<file path="config.mk">
export PLATFORM = sky130hd
export DESIGN_NAME = alert_classifier
export DESIGN_NICKNAME = d
export VERILOG_FILES = /design/src/rtl/alert_cls_pkg.sv /design/src/rtl/alert_cfg_store.sv /design/src/rtl/alert_gate_route.sv /design/src/rtl/alert_sticky_bank.sv /design/src/rtl/alert_class_count.sv /design/src/rtl/alert_classifier.sv
export SDC_FILE = /design/constraint.sdc
export NUM_CORES = 1
export LEC_CHECK = 0
export ABC_AREA = 0
export BUFFER_PORTS_ARGS = -buffer_cell sky130_fd_sc_hd__buf_2
export CAP_MARGIN = 40
export CORE_MARGIN = 1
export CORE_UTILIZATION = 60
export CTS_CLUSTER_SIZE = 25
export DETAILED_ROUTE_END_ITERATION = 16
export PLACE_DENSITY = 0.85
export REMOVE_ABC_BUFFERS = 1
export SLEW_MARGIN = 5
export SYNTH_ARGS = -nofsm -noshare
export SYNTH_HDL_FRONTEND = slang
export SYNTH_SLANG_ARGS = --single-unit
</file>
<file path="constraint.sdc">
create_clock -name clk_i -period 9.67 [get_ports clk_i]
set_clock_uncertainty 0.15 [all_clocks]
set_input_delay 0.967 -clock clk_i [delete_from_list [all_inputs] [get_ports clk_i]]
set_output_delay 0.967 -clock clk_i [all_outputs]
set_load 0.01 [all_outputs]
</file>
<file path="src/rtl/alert_cls_pkg.sv">
package alert_cls_pkg;

  localparam int unsigned NUM_CLASSES = 4;
  localparam int unsigned NUM_LOCAL   = 4;
  localparam int unsigned CLS_W       = 2;

  typedef logic [CLS_W-1:0] cls_sel_t;

  // fixed positions of the local failure sources inside local_evt_i
  typedef enum logic [1:0] {
    LOC_RX_PING  = 2'd0,
    LOC_TX_PING  = 2'd1,
    LOC_RX_INTEG = 2'd2,
    LOC_TX_INTEG = 2'd3
  } local_src_e;

  typedef struct packed {
    logic     en;
    cls_sel_t cls;
  } src_cfg_t;

endpackage

</file>
<file path="src/rtl/alert_cfg_store.sv">
module alert_cfg_store
  import alert_cls_pkg::*;
#(
  parameter int unsigned NSRC = 12,
  parameter int unsigned IDXW = 4
) (
  input  logic                 clk_i,
  input  logic                 rst_ni,
  input  logic                 wr_i,
  input  logic [IDXW-1:0]      idx_i,
  input  logic                 en_i,
  input  cls_sel_t             cls_i,
  input  logic                 lock_clr_i,
  output src_cfg_t [NSRC-1:0]  cfg_o,
  output logic                 open_o
);

  localparam logic [IDXW:0] IDX_LIMIT = (IDXW+1)'(NSRC);

  logic     open_q;
  logic     wr_ok;
  src_cfg_t wr_val;

  // the flag can only fall; it returns to 1 on reset alone
  always_ff @(posedge clk_i or negedge rst_ni) begin
    if (!rst_ni) begin
      open_q <= 1'b1;
    end else if (lock_clr_i) begin
      open_q <= 1'b0;
    end
  end

  // writes are gated by the flag value before this edge
  assign wr_ok  = wr_i & open_q & ({1'b0, idx_i} < IDX_LIMIT);
  assign wr_val = '{en: en_i, cls: cls_i};

  for (genvar s = 0; s < NSRC; s++) begin : g_src
    always_ff @(posedge clk_i or negedge rst_ni) begin
      if (!rst_ni) begin
        cfg_o[s] <= '0;
      end else if (wr_ok && (idx_i == IDXW'(s))) begin
        cfg_o[s] <= wr_val;
      end
    end
  end

  assign open_o = open_q;

endmodule

</file>
<file path="src/rtl/alert_gate_route.sv">
module alert_gate_route
  import alert_cls_pkg::*;
#(
  parameter int unsigned NSRC = 12
) (
  input  logic [NSRC-1:0]                   evt_i,
  input  src_cfg_t [NSRC-1:0]               cfg_i,
  output logic [NSRC-1:0]                   hit_o,
  output logic [NUM_CLASSES-1:0][NSRC-1:0]  cls_hit_o
);

  for (genvar s = 0; s < NSRC; s++) begin : g_gate
    assign hit_o[s] = evt_i[s] & cfg_i[s].en;
  end

  for (genvar c = 0; c < NUM_CLASSES; c++) begin : g_cls
    for (genvar s = 0; s < NSRC; s++) begin : g_src
      assign cls_hit_o[c][s] = hit_o[s] & (cfg_i[s].cls == CLS_W'(c));
    end
  end

endmodule

</file>
<file path="src/rtl/alert_sticky_bank.sv">
module alert_sticky_bank #(
  parameter int unsigned W = 4
) (
  input  logic         clk_i,
  input  logic         rst_ni,
  input  logic [W-1:0] set_i,
  input  logic [W-1:0] clr_i,
  output logic [W-1:0] q_o
);

  // set takes priority over a same-cycle write-one clear
  for (genvar b = 0; b < W; b++) begin : g_bit
    always_ff @(posedge clk_i or negedge rst_ni) begin
      if (!rst_ni) begin
        q_o[b] <= 1'b0;
      end else if (set_i[b]) begin
        q_o[b] <= 1'b1;
      end else if (clr_i[b]) begin
        q_o[b] <= 1'b0;
      end
    end
  end

endmodule

</file>
<file path="src/rtl/alert_class_count.sv">
module alert_class_count
  import alert_cls_pkg::*;
#(
  parameter int unsigned NSRC = 12,
  parameter int unsigned CNTW = 4
) (
  input  logic                                  clk_i,
  input  logic                                  rst_ni,
  input  logic [NUM_CLASSES-1:0][NSRC-1:0]      cls_hit_i,
  output logic [NUM_CLASSES-1:0]                pulse_o,
  output logic [NUM_CLASSES-1:0][CNTW-1:0]      cnt_o
);

  for (genvar c = 0; c < NUM_CLASSES; c++) begin : g_cls
    logic [CNTW-1:0] sum;

    always_comb begin
      sum = '0;
      for (int s = 0; s < NSRC; s++) begin
        sum = sum + CNTW'(cls_hit_i[c][s]);
      end
    end

    always_ff @(posedge clk_i or negedge rst_ni) begin
      if (!rst_ni) begin
        pulse_o[c] <= 1'b0;
        cnt_o[c]   <= '0;
      end else begin
        pulse_o[c] <= |cls_hit_i[c];
        cnt_o[c]   <= sum;
      end
    end
  end

endmodule

</file>
<file path="src/rtl/alert_classifier.sv">
module alert_classifier
  import alert_cls_pkg::*;
#(
  parameter  int unsigned NUM_ALERTS = 8,
  localparam int unsigned NSRC       = NUM_ALERTS + NUM_LOCAL,
  localparam int unsigned IDXW       = $clog2(NSRC),
  localparam int unsigned CNTW       = $clog2(NSRC + 1)
) (
  input  logic                        clk_i,
  input  logic                        rst_ni,
  input  logic [NUM_ALERTS-1:0]       alert_evt_i,
  input  logic [NUM_LOCAL-1:0]        local_evt_i,
  input  logic                        cfg_wr_i,
  input  logic [IDXW-1:0]             cfg_idx_i,
  input  logic                        cfg_en_i,
  input  logic [CLS_W-1:0]            cfg_class_i,
  input  logic                        lock_clr_i,
  output logic                        cfg_open_o,
  input  logic [NSRC-1:0]             cause_clr_i,
  output logic [NSRC-1:0]             cause_o,
  input  logic [NUM_CLASSES-1:0]      irq_clr_i,
  output logic [NUM_CLASSES-1:0]      irq_o,
  output logic [NUM_CLASSES-1:0]      class_pulse_o,
  output logic [NUM_CLASSES*CNTW-1:0] class_cnt_o
);

  src_cfg_t [NSRC-1:0]                 cfg;
  logic [NSRC-1:0]                     evt_all;
  logic [NSRC-1:0]                     hit;
  logic [NUM_CLASSES-1:0][NSRC-1:0]    cls_hit;
  logic [NUM_CLASSES-1:0]              cls_any;
  logic [NUM_CLASSES-1:0][CNTW-1:0]    cnt;

  // local sources follow the external ones in the source index space
  assign evt_all = {local_evt_i, alert_evt_i};

  alert_cfg_store #(
    .NSRC (NSRC),
    .IDXW (IDXW)
  ) u_cfg (
    .clk_i      (clk_i),
    .rst_ni     (rst_ni),
    .wr_i       (cfg_wr_i),
    .idx_i      (cfg_idx_i),
    .en_i       (cfg_en_i),
    .cls_i      (cfg_class_i),
    .lock_clr_i (lock_clr_i),
    .cfg_o      (cfg),
    .open_o     (cfg_open_o)
  );

  alert_gate_route #(
    .NSRC (NSRC)
  ) u_route (
    .evt_i     (evt_all),
    .cfg_i     (cfg),
    .hit_o     (hit),
    .cls_hit_o (cls_hit)
  );

  alert_sticky_bank #(
    .W (NSRC)
  ) u_cause (
    .clk_i  (clk_i),
    .rst_ni (rst_ni),
    .set_i  (hit),
    .clr_i  (cause_clr_i),
    .q_o    (cause_o)
  );

  for (genvar c = 0; c < NUM_CLASSES; c++) begin : g_any
    assign cls_any[c] = |cls_hit[c];
  end

  alert_sticky_bank #(
    .W (NUM_CLASSES)
  ) u_irq (
    .clk_i  (clk_i),
    .rst_ni (rst_ni),
    .set_i  (cls_any),
    .clr_i  (irq_clr_i),
    .q_o    (irq_o)
  );

  alert_class_count #(
    .NSRC (NSRC),
    .CNTW (CNTW)
  ) u_count (
    .clk_i     (clk_i),
    .rst_ni    (rst_ni),
    .cls_hit_i (cls_hit),
    .pulse_o   (class_pulse_o),
    .cnt_o     (cnt)
  );

  for (genvar c = 0; c < NUM_CLASSES; c++) begin : g_flat
    assign class_cnt_o[c*CNTW +: CNTW] = cnt[c];
  end

endmodule

</file>
-- Yosys cells after proc, flatten, opt, wreduce, memory -nomap -nowiden
Index checks and enable logic that the tools add are counted.
- bitwise logic cells: 62
- reductions and logical operators: 45
- multiplexer cells: 32
- add/sub/neg operators: 44
- $lt $le $gt $ge: 1
- equality and inequality tests: 47
- operator list (cell ; count):
    $add 4x1->4 ; 40
    $and 1x1->1 ; 62
    $eq 2x2->1 const B ; 24
    $reduce_or 12->1 ; 4
    $mux 1 ; 32
    $reduce_bool 2->1 ; 16
    $eq 2x1->1 const B ; 12
    $logic_not 2->1 ; 12
    $eq 4x3->1 const B ; 4
    $eq 4x4->1 const B ; 4
    $logic_and 1x1->1 ; 12
    $add 1x1->2 ; 4
    $eq 4x2->1 const B ; 2
    $eq 4x1->1 const B ; 1
    $logic_not 4->1 ; 1
    $lt 4x4->1 const B ; 1
- output and inout bits: 37
- input bits: 39
- logic and storage cells: 280
- register bits: 73

-- Logic depth before layout (Yosys ltp)
Gate-level depths: netlist of the first run.
- word-level depth: 13
- gate-level depth with buffers: 16
- gate-level depth less buffers: 16

-- Cells and area by module
From an unflattened synthesis of the first run, not the netlist that was laid out.
- cell total of the unflattened synthesis: 380
- area total of the unflattened synthesis: 4528.1 µm²
- by module, submodules not included (module ; cells each ; seq. area each (µm²) ; times used ; area each (µm²)):
    alert_class_count ; 160 ; 500.5 ; 1 ; 1790.5
    alert_cfg_store ; 96 ; 927.1 ; 1 ; 1491.4
    alert_gate_route ; 60 ; 0.0 ; 1 ; 570.5
    alert_sticky_bank (u_cause) ; 36 ; 300.3 ; 1 ; 435.4
    alert_sticky_bank (u_irq) ; 12 ; 100.1 ; 1 ; 145.1
    alert_classifier ; 16 ; 0.0 ; 1 ; 95.1

-- Worst setup path before layout of the first run
No wires, ideal clock.
- path kind: in2reg
- start: input port alert_evt_i[1]
- end: register u_count.cnt_o[2] (netlist bit)
- library setup time: 0.123 ns
- buffers on the path: 0
- setup slack: 5.314 ns
- data required time: 9.397 ns
- arrival: 4.084 ns
- stages: 14
- cells stage by stage: nand2_1 nor2_1 nand2_1 inv_1 ha_1 inv_1 fa_1 fa_1 inv_1 fa_1 inv_1 fa_1 fa_1 xnor2_1
- cells in the longest elaborated chain, start to end: 13
- ends and longest elaborated chain (element ; RTL line ; text):
    from (decl) ; alert_classifier.sv:11 ; input logic [NUM_ALERTS-1:0] alert_evt_i,
    $and 1x1->1 ; alert_gate_route.sv:13 ; assign hit_o[s] = evt_i[s] & cfg_i[s].en;
    $and 1x1->1 ; alert_gate_route.sv:18 ; assign cls_hit_o[c][s] = hit_o[s] & (cfg_i[s].cls == CLS_W'(c));
    $add 1x1->2 ; alert_class_count.sv:20 ; sum = sum + CNTW'(cls_hit_i[c][s]);
    $add 4x1->4 (10 in series) ; alert_class_count.sv:20 ;
    net u_count.g_cls[0].sum[2] ; alert_class_count.sv:15 ; logic [CNTW-1:0] sum;
    to (signal, indexed assignment) ; alert_class_count.sv:30 ; cnt_o[c] <= sum;
    to (decl) ; alert_class_count.sv:11 ; output logic [NUM_CLASSES-1:0][CNTW-1:0] cnt_o
The timed path passes the listed nets, and every way through them passes these cells.
A chain may end at the register's enable or synchronous reset.

-- Worst setup path after layout of the first run
- start: input port alert_evt_i[0]
- end: register u_count.cnt_o[6] (netlist bit)
- cells in the longest elaborated chain, start to end: 13
- ends and longest elaborated chain (element ; RTL line):
    $and 1x1->1 ; alert_gate_route.sv:13
    $and 1x1->1 ; alert_gate_route.sv:18
    $add 1x1->2 ; alert_class_count.sv:20
    $add 4x1->4 (10 in series) ; alert_class_count.sv:20
    net u_count.g_cls[1].sum[2] ; alert_class_count.sv:15
The timed path passes the listed nets, and every way through them passes these cells.

==> run_results.csv, run 1 <==
group,metric,value,unit
run_status,status,"complete, no violations",
setup_path,slowest_stage,"fa_1",
yosys,netlist_instances,377,
floorplan,die_area,0.00733,mm²
clocking,clockRootBuffer,"clkbuf_8",
power_and_ir_drop,p_clk_frac,0.448,
yosys,synth_ff_type,"dfrtp_1",
yosys,synth_top_cell_by_area,"dfrtp_1",
power_and_ir_drop,comb_power_share,0.037,
global_routing,global_route.usage.total,0.267,
global_routing,grt_pass1_vias,3074,
timing,layout_min_cycle_time,4.36,ns
setup_path,crit_start,"alert_evt_i[0]",
power_and_ir_drop,power_density,121,mW/mm²
floorplan,ios,76,
global_routing,grt_pass1_wl,14400,µm
floorplan,num_rows,30,
timing,finalHoldViolations,0,
detailed_routing,firstDrtPassIters,4,
setup_path,rr_endpoint,"u_count.cnt_o[6]",
setup_path,critical_path.top_delay_family,"adder cells",
place,hpwl,7100,µm
setup_path,critPathBufInv,4,
yosys,async_reset_ff_frac,1.00,
setup_path,critPathMaxFanout,3,
power_and_ir_drop,power_leakage,2.76,nW
clocking,postCtsSetupBuffers,0,
yosys,yosysSeqAreaShare,0.436,
power_and_ir_drop,p_switching,128,µW
clocking,clk_latency,0.35,ns
place,routabilityCongestion,0.872,
setup_path,r2r_slack,5.63,ns
yosys,yosysUniqueCellTypes,32,
timing,timing.fmax,0.229,GHz
cells_and_area,synthToLayoutAreaGrowth,17.0,%
clocking,htree_levels,3,
hold_path,min_from,"u_irq.q_o[2]",
setup_path,r2r_start,"u_cfg.cfg_o[0]",
setup_path,cp.arrival,4.45,ns
timing,setup_violations,0,
clocking,cts_resized,0,
clocking,clk_pin_slew,0.07,ns
setup_path,required,9.76,ns
global_routing,grt_start_max_net_pins,45,
hold_path,hold_class,"reg -> reg",
detailed_routing,drt_iter0_drc,187,
detailed_routing,drt-total-wl,8980,µm
timing,fin_setup_tns,0,ns
timing,rsz0062_at_grt,"no",
yosys,synth-edff-count,0,
yosys,ys_seq_elements,73,
detailed_routing,viasPerCell,5.70,
yosys,synthTopCellsByCount,"inv_1 (77), dfrtp_1 (72), fa_1 (28)",
place,numPortBuffers,75,
hold_path,hold_path_depth,1,
clocking,numCtsBuffers,9,
job,maxCapViolations,0,
place,place_area,0.00469,mm²
yosys,ys_top_cells_by_area,"dfrtp_1 (43%), fa_1 (13%), mux2_1 (7.0%)",
power_and_ir_drop,p_int,464,µW
clocking,cts_hold_buffers,0,
power_and_ir_drop,total_power,592,µW
power_and_ir_drop,ir_drop,76.6,µV
setup_path,crit_path_cell_trace,"buf_2 > nand2_1 > nor3_1 > ha_1 > inv_1 > fa_1 > fa_1 > inv_1 > fa_1 > inv_1 > fa_1 > fa_1 > xnor2_1",
yosys,yosysMostFrequentCell,"inv_1",
detailed_routing,ant_nets,0,
clocking,cts_tree,"built",
yosys,yosys.area.top_type_share,0.429,
global_routing,antenna_found_initial,0,
hold_path,min_to,"u_irq.q_o[2]",
setup_path,end_kind,"flop",
yosys,ys_warn_count,0,
cells_and_area,final_nets,549,
power_and_ir_drop,power.sequential.fraction,0.515,
clocking,clock-sinks,73,
clocking,clk_path_buf_depth,2,
floorplan,die_w,85.6,µm
setup_path,crit_path_max_incr_delay,0.57,ns
power_and_ir_drop,switching_share,0.216,
setup_path,critPathLaunchType,"input pin",
setup_path,crit_type,"in -> reg",
detailed_routing,vias,3116,
cells_and_area,final_cell_area,0.00491,mm²
floorplan,die_h,85.6,µm
yosys,syn_area,0.00420,mm²
timing,relSlewSlack,0.562,
setup_path,reg2regPathDepth,12,
yosys,syn_avg_cell_area,11.1,µm²
detailed_routing,wl_per_cell,16.4,µm
timing,worstMarginPinSlew,0.651,ns
floorplan,start_util,0.621,
timing,fin_crit_sh,0.451,
detailed_routing,drc,0,
global_routing,grt_overflow,0,
timing,drv_slew,0,
floorplan,coreArea,0.00676,mm²
setup_path,cpMostUsedCell,"fa_1",
cells_and_area,layout-drive-gt1-share,0.229,
cells_and_area,antennaDiodeCount,0,
per-stage QoR:
step / hold slack (ns) / util / cells / setup WS (ns)
floorplan: 0.337 / - / 374 / 5.31
global placement: 0.307 / 0.691 / 530 / 5.11
detailed placement: 0.315 / 0.694 / 531 / 4.97
CTS: 0.331 / 0.726 / 547 / 5.32
global route: 0.337 / 0.726 / 547 / 5.17
finish: 0.326 / 0.726 / 547 / 5.31
flip-flops by register name, summed over array words and instances (netlist names):
signal           flops
u_count.pulse_o      4
u_cfg.open_o         1
u_cause.q_o         12
u_cfg.cfg_o         36
u_irq.q_o            4
u_count.cnt_o       16
how the worst max path moves through the flow:
stage | endpoint | slack (ns) | depth (start not counted)
after floorplan | u_count.cnt_o[2] | 5.31 | 14
after global placement | u_count.cnt_o[2] | 5.11 | 15
after detailed placement | u_count.cnt_o[2] | 4.97 | 15
after CTS | u_count.cnt_o[6] | 5.32 | 13
after global routing | u_count.cnt_o[6] | 5.17 | 13
final | u_count.cnt_o[6] | 5.31 | 13
final cells by class:
type                            count  area [µm²]
Clock buffer                       11         141
Clock inverter                      5        78.8
Fill cell                         481        1850
Inverter                           77         289
Multi-Input combinational cell    224        2070
Sequential cell                    73        1830
Tap cell                           80         100
Timing Repair Buffer               77         403
routing by layer:
layer	wire, µm	track usage	share of wire
met5	0	0	0
met3	685	0.0520	0.076
met1	3420	0.331	0.38
met2	4550	0.444	0.51
met4	328	0.145	0.037
power by group through the flow:
stage	sequential [mW]	clock, mW	combinational (mW)
finish	0.305	0.265	0.0220
global route	0.305	0.282	0.0244
CTS	0.305	0.268	0.0222
detailed placement	0.311	0	0.0221
global placement	0.311	0	0.0204
floorplan	0.311	0	0.00148
cell families (layout without fill, tap and decap cells):
family | Yosys count | after routing | synth area share
and+or+nand+nor | 111 | 111 | 0.160
buffers and inverters | 80 | 170 | 0.0716
DFF | 73 | 73 | 0.436
adders and majority gates | 48 | 48 | 0.193
muxes | 35 | 35 | 0.0939
AOI/OAI and AO/OA | 26 | 26 | 0.0376
xor gates and xnor gates | 4 | 4 | 0.00835
cells in the final DEF, fill, tap and decap left out, drive strengths merged, types with 6 or more instances in the layout:
master,netlist,routed
ha,20,20
nand4b,15,15
o21ai,16,16
nor3,7,7
buf,0,77
nand3,9,9
nor2,16,16
nand2,21,21
fa,28,28
mux2,35,35
dfrtp,72,72
clkbuf,3,11
a21o,6,6
nand2b,7,7
inv,77,77
nand4,12,12
(Power assumes the default switching activity.)
==> run 2: changes to the inputs <==
- CORE_UTILIZATION: 60 -> 51
- PLACE_DENSITY: 0.85 -> 0.77
- clock period: 9.67 -> 3.7 ns (I/O delays scaled with it)
==> run 2 against run 1 <==
Against the previous run: the flow now finishes with violations (negative setup slack); flip-flop and latch count stayed put; critical endpoint is now u_count.cnt_o[9]; highest routed layer unchanged; register-to-register slack worse by 5.7 ns; worst setup slack worse by 5.4 ns; largest cell class unchanged; critical path type is now reg -> reg.
==> run_results.csv, run 2 (synthesis results as in run 1) <==
group,metric,value,unit
clocking,clockRootBuffer,"clkbuf_8",
cells_and_area,largest_reg_flops,36,
detailed_routing,vias,3165,
timing,finalHoldViolations,0,
timing,relSlewSlack,0.582,
detailed_routing,ant_nets,0,
floorplan,die_h,92.7,µm
timing,drv_slew,0,
clocking,htree_levels,3,
setup_path,crit_start,"u_cfg.cfg_o[5]",
timing,setup_violations,5,
global_routing,grt_pass1_wl,15500,µm
setup_path,endpoint,"u_count.cnt_o[9]",
cells_and_area,layout_common_cells,"buf_2 (75), dfrtp_1 (71), inv_1 (66), buf_4 (28), mux2_1 (26)",
setup_path,end_kind,"flop",
global_routing,grt_overflow,0,
floorplan,coreArea,0.00785,mm²
global_routing,global_route.usage.total,0.243,
global_routing,grt_pass1_vias,3253,
global_routing,grt_start_max_net_pins,47,
setup_path,crit_path_cell_trace,"nand2_2 > nor2_4 > nand2_2 > ha_4 > inv_2 > fa_1 > fa_1 > inv_1 > fa_1 > fa_2 > inv_2 > fa_2 > inv_2",
floorplan,die_area,0.00859,mm²
cells_and_area,top_regs,"u_cfg.cfg_o (36), u_count.cnt_o (16), u_cause.q_o (12)",
setup_path,critPathLaunchType,"flop",
setup_path,slowest_stage,"fa_1",
setup_path,reg2regPathDepth,13,
place,hpwl,7250,µm
detailed_routing,drt-total-wl,9880,µm
detailed_routing,firstDrtPassIters,4,
timing,worstMarginPinSlew,0.621,ns
setup_path,r2r_slack,-0.08,ns
timing,finalWorstSetupSlack,-0.0763,ns
cells_and_area,final_nets,578,
clocking,clk_path_buf_depth,2,
detailed_routing,drc,0,
clocking,clock-sinks,73,
place,numPortBuffers,75,
cells_and_area,antennaDiodeCount,0,
cells_and_area,final_common_cell,"buf_2",
power_and_ir_drop,ir_drop,303,µV
setup_path,required,3.85,ns
cells_and_area,layout-drive-gt1-share,0.345,
cells_and_area,fillers,590,
clocking,cts_tree,"built",
run_status,status,"complete, but fails checks",
setup_path,rr_endpoint,"u_count.cnt_o[9]",
setup_path,crit_type,"reg -> reg",
setup_path,crit_path_max_incr_delay,0.54,ns
floorplan,die_w,92.7,µm
setup_path,cp.arrival,3.93,ns
cells_and_area,synthToLayoutAreaGrowth,26.4,%
place,routabilityCongestion,0.855,
floorplan,num_rows,32,
power_and_ir_drop,power_density,299,mW/mm²
setup_path,critical_path.top_delay_family,"adder cells",
detailed_routing,drt_iter0_drc,169,
setup_path,r2r_start,"u_cfg.cfg_o[5]",
clocking,clk_latency,0.36,ns
timing,rsz0062_at_grt,"yes",
floorplan,start_util,0.535,
hold_path,hold_class,"in -> reg",
setup_path,critPathBufInv,4,
detailed_routing,wl_per_cell,16.5,µm
timing,fin_setup_tns,-0.231,ns
setup_path,critPathMaxFanout,3,
power_and_ir_drop,power_leakage,2.93,nW
cells_and_area,largest-register,"u_cfg.cfg_o",
run_status,violations,"negative setup slack",
cells_and_area,fin_util,0.676,
timing,timing.fmax,0.265,GHz
timing,fin_crit_sh,1.02,
clocking,clk_pin_slew,0.08,ns
clocking,numCtsBuffers,9,
timing,layout_min_cycle_time,3.78,ns
job,maxCapViolations,0,
global_routing,antenna_found_initial,0,
setup_path,critical_path_depth,13,
detailed_routing,viasPerCell,5.29,
floorplan,ios,76,
[run 2: worst reg2reg max path, stage by stage, from the launching register on]
cell	delay [ns]
dfrtp_1	0.40
nand2_2	0.10
nor2_4	0.13
nand2_2	0.11
ha_4	0.28
inv_2	0.03
fa_1	0.49
fa_1	0.54
inv_1	0.05
fa_1	0.47
fa_2	0.41
inv_2	0.07
fa_2	0.43
inv_2	0.05
[run 2: final cells by class]
cell class / count / area [µm²] / share of cell area
multi-input cells: 224 / 2210 / 0.417
flip-flops and latches: 73 / 1830 / 0.345
repair buffers: 106 / 617 / 0.116
inverters: 77 / 292 / 0.0550
clock inverters: 6 / 91.3 / 0.0172
well taps: 102 / 128 / 0.0241
clock buffers: 10 / 138 / 0.0259
[run 2: power by group]
| part | total [mW] | switching (mW) | internal [mW] |
|---|---|---|---|
| sequential | 0.797 | 0.000000000000000148 | 0.797 |
| clock | 0.727 | 0.326 | 0.400 |
| combinational | 0.0601 | 0.0402 | 0.0199 |
[run 2: worst min-delay path by stage]
stage,from,to,slack (ns),depth (start not counted)
2_1_floorplan,rst_ni,u_cause.q_o[0],-0.08,0
3_3_place_gp,rst_ni,u_cause.q_o[9],0.26,1
3_5_place_dp,rst_ni,u_cause.q_o[9],0.27,1
4_1_cts,cause_clr_i[2],u_cause.q_o[2],0.04,2
5_1_grt,cause_clr_i[2],u_cause.q_o[2],0.04,2
6_report,cause_clr_i[10],u_cause.q_o[10],0.04,2
[run 2: repair_timing]
item	in CTS	in global routing
buffers inserted	5	2
resized for setup	24	19
setup endpoints to repair	10	9
hold buffers	2	0
pin swaps	20	6
endpoints found under the hold margin	28	0
[run 2: per-stage QoR]
step,total power [mW],cells,setup slack [ns],area (µm²),hold WS [ns]
CTS,1.59,596,-0.0269,5220,0.0380
global placement,0.869,573,-0.273,4850,0.262
global route,1.63,598,-0.217,5300,0.0399
floorplan,0.817,374,-0.0791,4180,-0.0756
detailed placement,0.871,573,-0.366,4850,0.272
finish,1.58,598,-0.0763,5300,0.0420
[run 2: metal layers]
layer / wire length, µm / up-vias / GRT usage
met5: 0 / - / 0
met4: 188 / 0 / 0.0987
met3: 560 / 21 / 0.0361
met2: 4940 / 103 / 0.417
met1: 4190 / 1559 / 0.311
li1: - / 1482 / -
==> run 3: changes to the inputs <==
- CORE_UTILIZATION: 51 -> 56
- PLACE_DENSITY: 0.77 -> 0.8
- SKIP_LAST_GASP: unset -> 1
- clock period: 3.7 -> 3.54 ns (I/O delays scaled with it)
==> run 3 against run 2 <==
Against the previous run: the flow still finishes with violations (negative setup slack); wire length grew 3.4%; critical path depth grew 1; final area grew 2.7%; critical endpoint is now u_count.cnt_o[1]; global-route usage grew 3.5 points; register-to-register slack lost 0.17 ns; worst setup slack lost 0.17 ns.
==> run_results.csv, run 3 (synthesis results as in run 1) <==
group,metric,value,unit
run_status,status,"complete, but fails checks",
run_status,violations,"negative setup slack",
clocking,clock-sinks,73,
cells_and_area,final_common_cell,"buf_2",
global_routing,grt_start_max_net_pins,51,
floorplan,die_w,88.6,µm
timing,drv_slew,0,
clocking,cts_tree,"built",
cells_and_area,largest-register,"u_cfg.cfg_o",
hold_path,hold_class,"in -> reg",
place,place_area,0.00495,mm²
clocking,numCtsBuffers,9,
power_and_ir_drop,power_leakage,2.99,nW
floorplan,ios,76,
global_routing,global_route.usage.total,0.279,
detailed_routing,drt-total-wl,10200,µm
timing,finalWorstSetupSlack,-0.246,ns
global_routing,grt_overflow,0,
place,routabilityCongestion,0.873,
global_routing,grt_pass1_vias,3356,
hold_path,min_to,"u_cause.q_o[9]",
cells_and_area,layout-drive-gt1-share,0.368,
detailed_routing,wl_per_cell,16.8,µm
setup_path,reg2regPathDepth,14,
place,hpwl,7460,µm
power_and_ir_drop,total_power,1.63,mW
place,pre_cts_ws,-0.520,ns
place,numPortBuffers,75,
setup_path,end_kind,"flop",
cells_and_area,synthToLayoutAreaGrowth,29.9,%
cells_and_area,final_cell_area,0.00545,mm²
cells_and_area,top_regs,"u_cfg.cfg_o (36), u_count.cnt_o (16), u_cause.q_o (12)",
detailed_routing,viasPerCell,5.40,
clocking,htree_levels,3,
timing,layout_min_cycle_time,3.79,ns
setup_path,rr_endpoint,"u_count.cnt_o[1]",
clocking,clockRootBuffer,"clkbuf_8",
floorplan,start_util,0.578,
floorplan,coreArea,0.00725,mm²
cells_and_area,final_nets,590,
floorplan,die_area,0.00784,mm²
cells_and_area,fin_util,0.751,
timing,setup_violations,10,
setup_path,critPathMaxFanout,3,
detailed_routing,vias,3278,
cells_and_area,layout_common_cells,"buf_2 (74), dfrtp_1 (71), inv_1 (65), buf_4 (37), mux2_1 (26)",
global_routing,grt_pass1_wl,15800,µm
cells_and_area,largest_reg_flops,36,
timing,timing.fmax,0.264,GHz
clocking,clk_pin_slew,0.08,ns
hold_path,hold_path_depth,2,
setup_path,critPathLaunchType,"flop",
clocking,clk_path_buf_depth,2,
cells_and_area,layoutNonFillerInstCount,607,
power_and_ir_drop,power_density,298,mW/mm²
floorplan,die_h,88.6,µm
detailed_routing,firstDrtPassIters,4,
power_and_ir_drop,ir_drop,210,µV
setup_path,required,3.64,ns
detailed_routing,drc,0,
detailed_routing,ant_nets,0,
place,dp_cells,580,
timing,finalHoldViolations,0,
floorplan,num_rows,31,
hold_path,min_from,"cause_clr_i[9]",
timing,relSlewSlack,0.582,
setup_path,cp.arrival,3.89,ns
cells_and_area,antennaDiodeCount,0,
timing,fin_crit_sh,1.07,
setup_path,r2r_start,"u_cfg.cfg_o[3]",
clocking,clk_latency,0.35,ns
global_routing,antenna_found_initial,0,
setup_path,r2r_slack,-0.25,ns
timing,worstMarginPinSlew,0.622,ns
job,maxCapViolations,0,
detailed_routing,drt_iter0_drc,226,
timing,rsz0062_at_grt,"yes",
setup_path,crit_type,"reg -> reg",
## run 3: cell count changes in the layout (fill, tap and decap cells not counted), sizes merged
cell | previous run | this run
buf | 104 | 116
clkbuf | 10 | 11
clkinv | 4 | 3
## run 3: report_power, final
part                 switching [mW]  leakage [nW]  internal, mW
Clock                         0.313         0.113         0.415
Sequential     0.000000000000000166          1.01         0.833
Combinational                0.0407          1.87        0.0236
Total                         0.354          2.99          1.27
## run 3: metrics by stage
stage	hold WS [ns]	TNS [ns]
after global routing	0.0342	-2.66
after CTS	0.0346	-1.06
final	0.0356	-1.35
after global placement	0.307	-3.05
after detailed placement	0.133	-4.21
after floorplan	-0.0916	-1.11
## run 3: area by class of cell
cell class              count  area, µm²
flip-flops and latches     73       1830
inverters                  77        289
clock buffers              11        141
multi-input cells         224       2250
fillers                   490       1800
clock inverters             5       78.8
repair buffers            118        741
well taps                  99        124
## run 3: worst max-delay path, cell delays in order, from the launching register on
cell,delay (ns)
dfrtp_1,0.42
buf_6,0.14
nor2_4,0.10
nand2_1,0.10
inv_2,0.08
ha_4,0.19
inv_2,0.05
fa_1,0.42
fa_1,0.50
inv_2,0.04
fa_1,0.53
inv_1,0.05
fa_2,0.35
fa_2,0.53
inv_1,0.04
## run 3: metal layers
metal	part of all wire	track usage	up-vias
met4	0.030	0.144	0
met5	0	0	-
li1	-	-	1511
met1	0.40	0.330	1629
met2	0.51	0.479	111
met3	0.056	0.0597	27
## run 3: what timing repair did
item                                    CTS  global route
resized for setup                        27            27
endpoints found under the hold margin    23             0
endpoints found under the setup margin   12            12
pin swaps                                15             4
buffers inserted                          6             4
hold buffers                              2             0
## run 3: worst max-delay path by stage
stage | start | to | cells past startpoint
6_report | u_cfg.cfg_o[3] | u_count.cnt_o[1] | 14
5_1_grt | u_cfg.cfg_o[4] | u_count.cnt_o[5] | 13
4_1_cts | u_cfg.cfg_o[5] | u_count.cnt_o[5] | 13
3_5_place_dp | alert_evt_i[1] | u_count.cnt_o[2] | 15
3_3_place_gp | alert_evt_i[1] | u_count.cnt_o[2] | 15
2_1_floorplan | u_cfg.cfg_o[5] | u_count.cnt_o[2] | 14
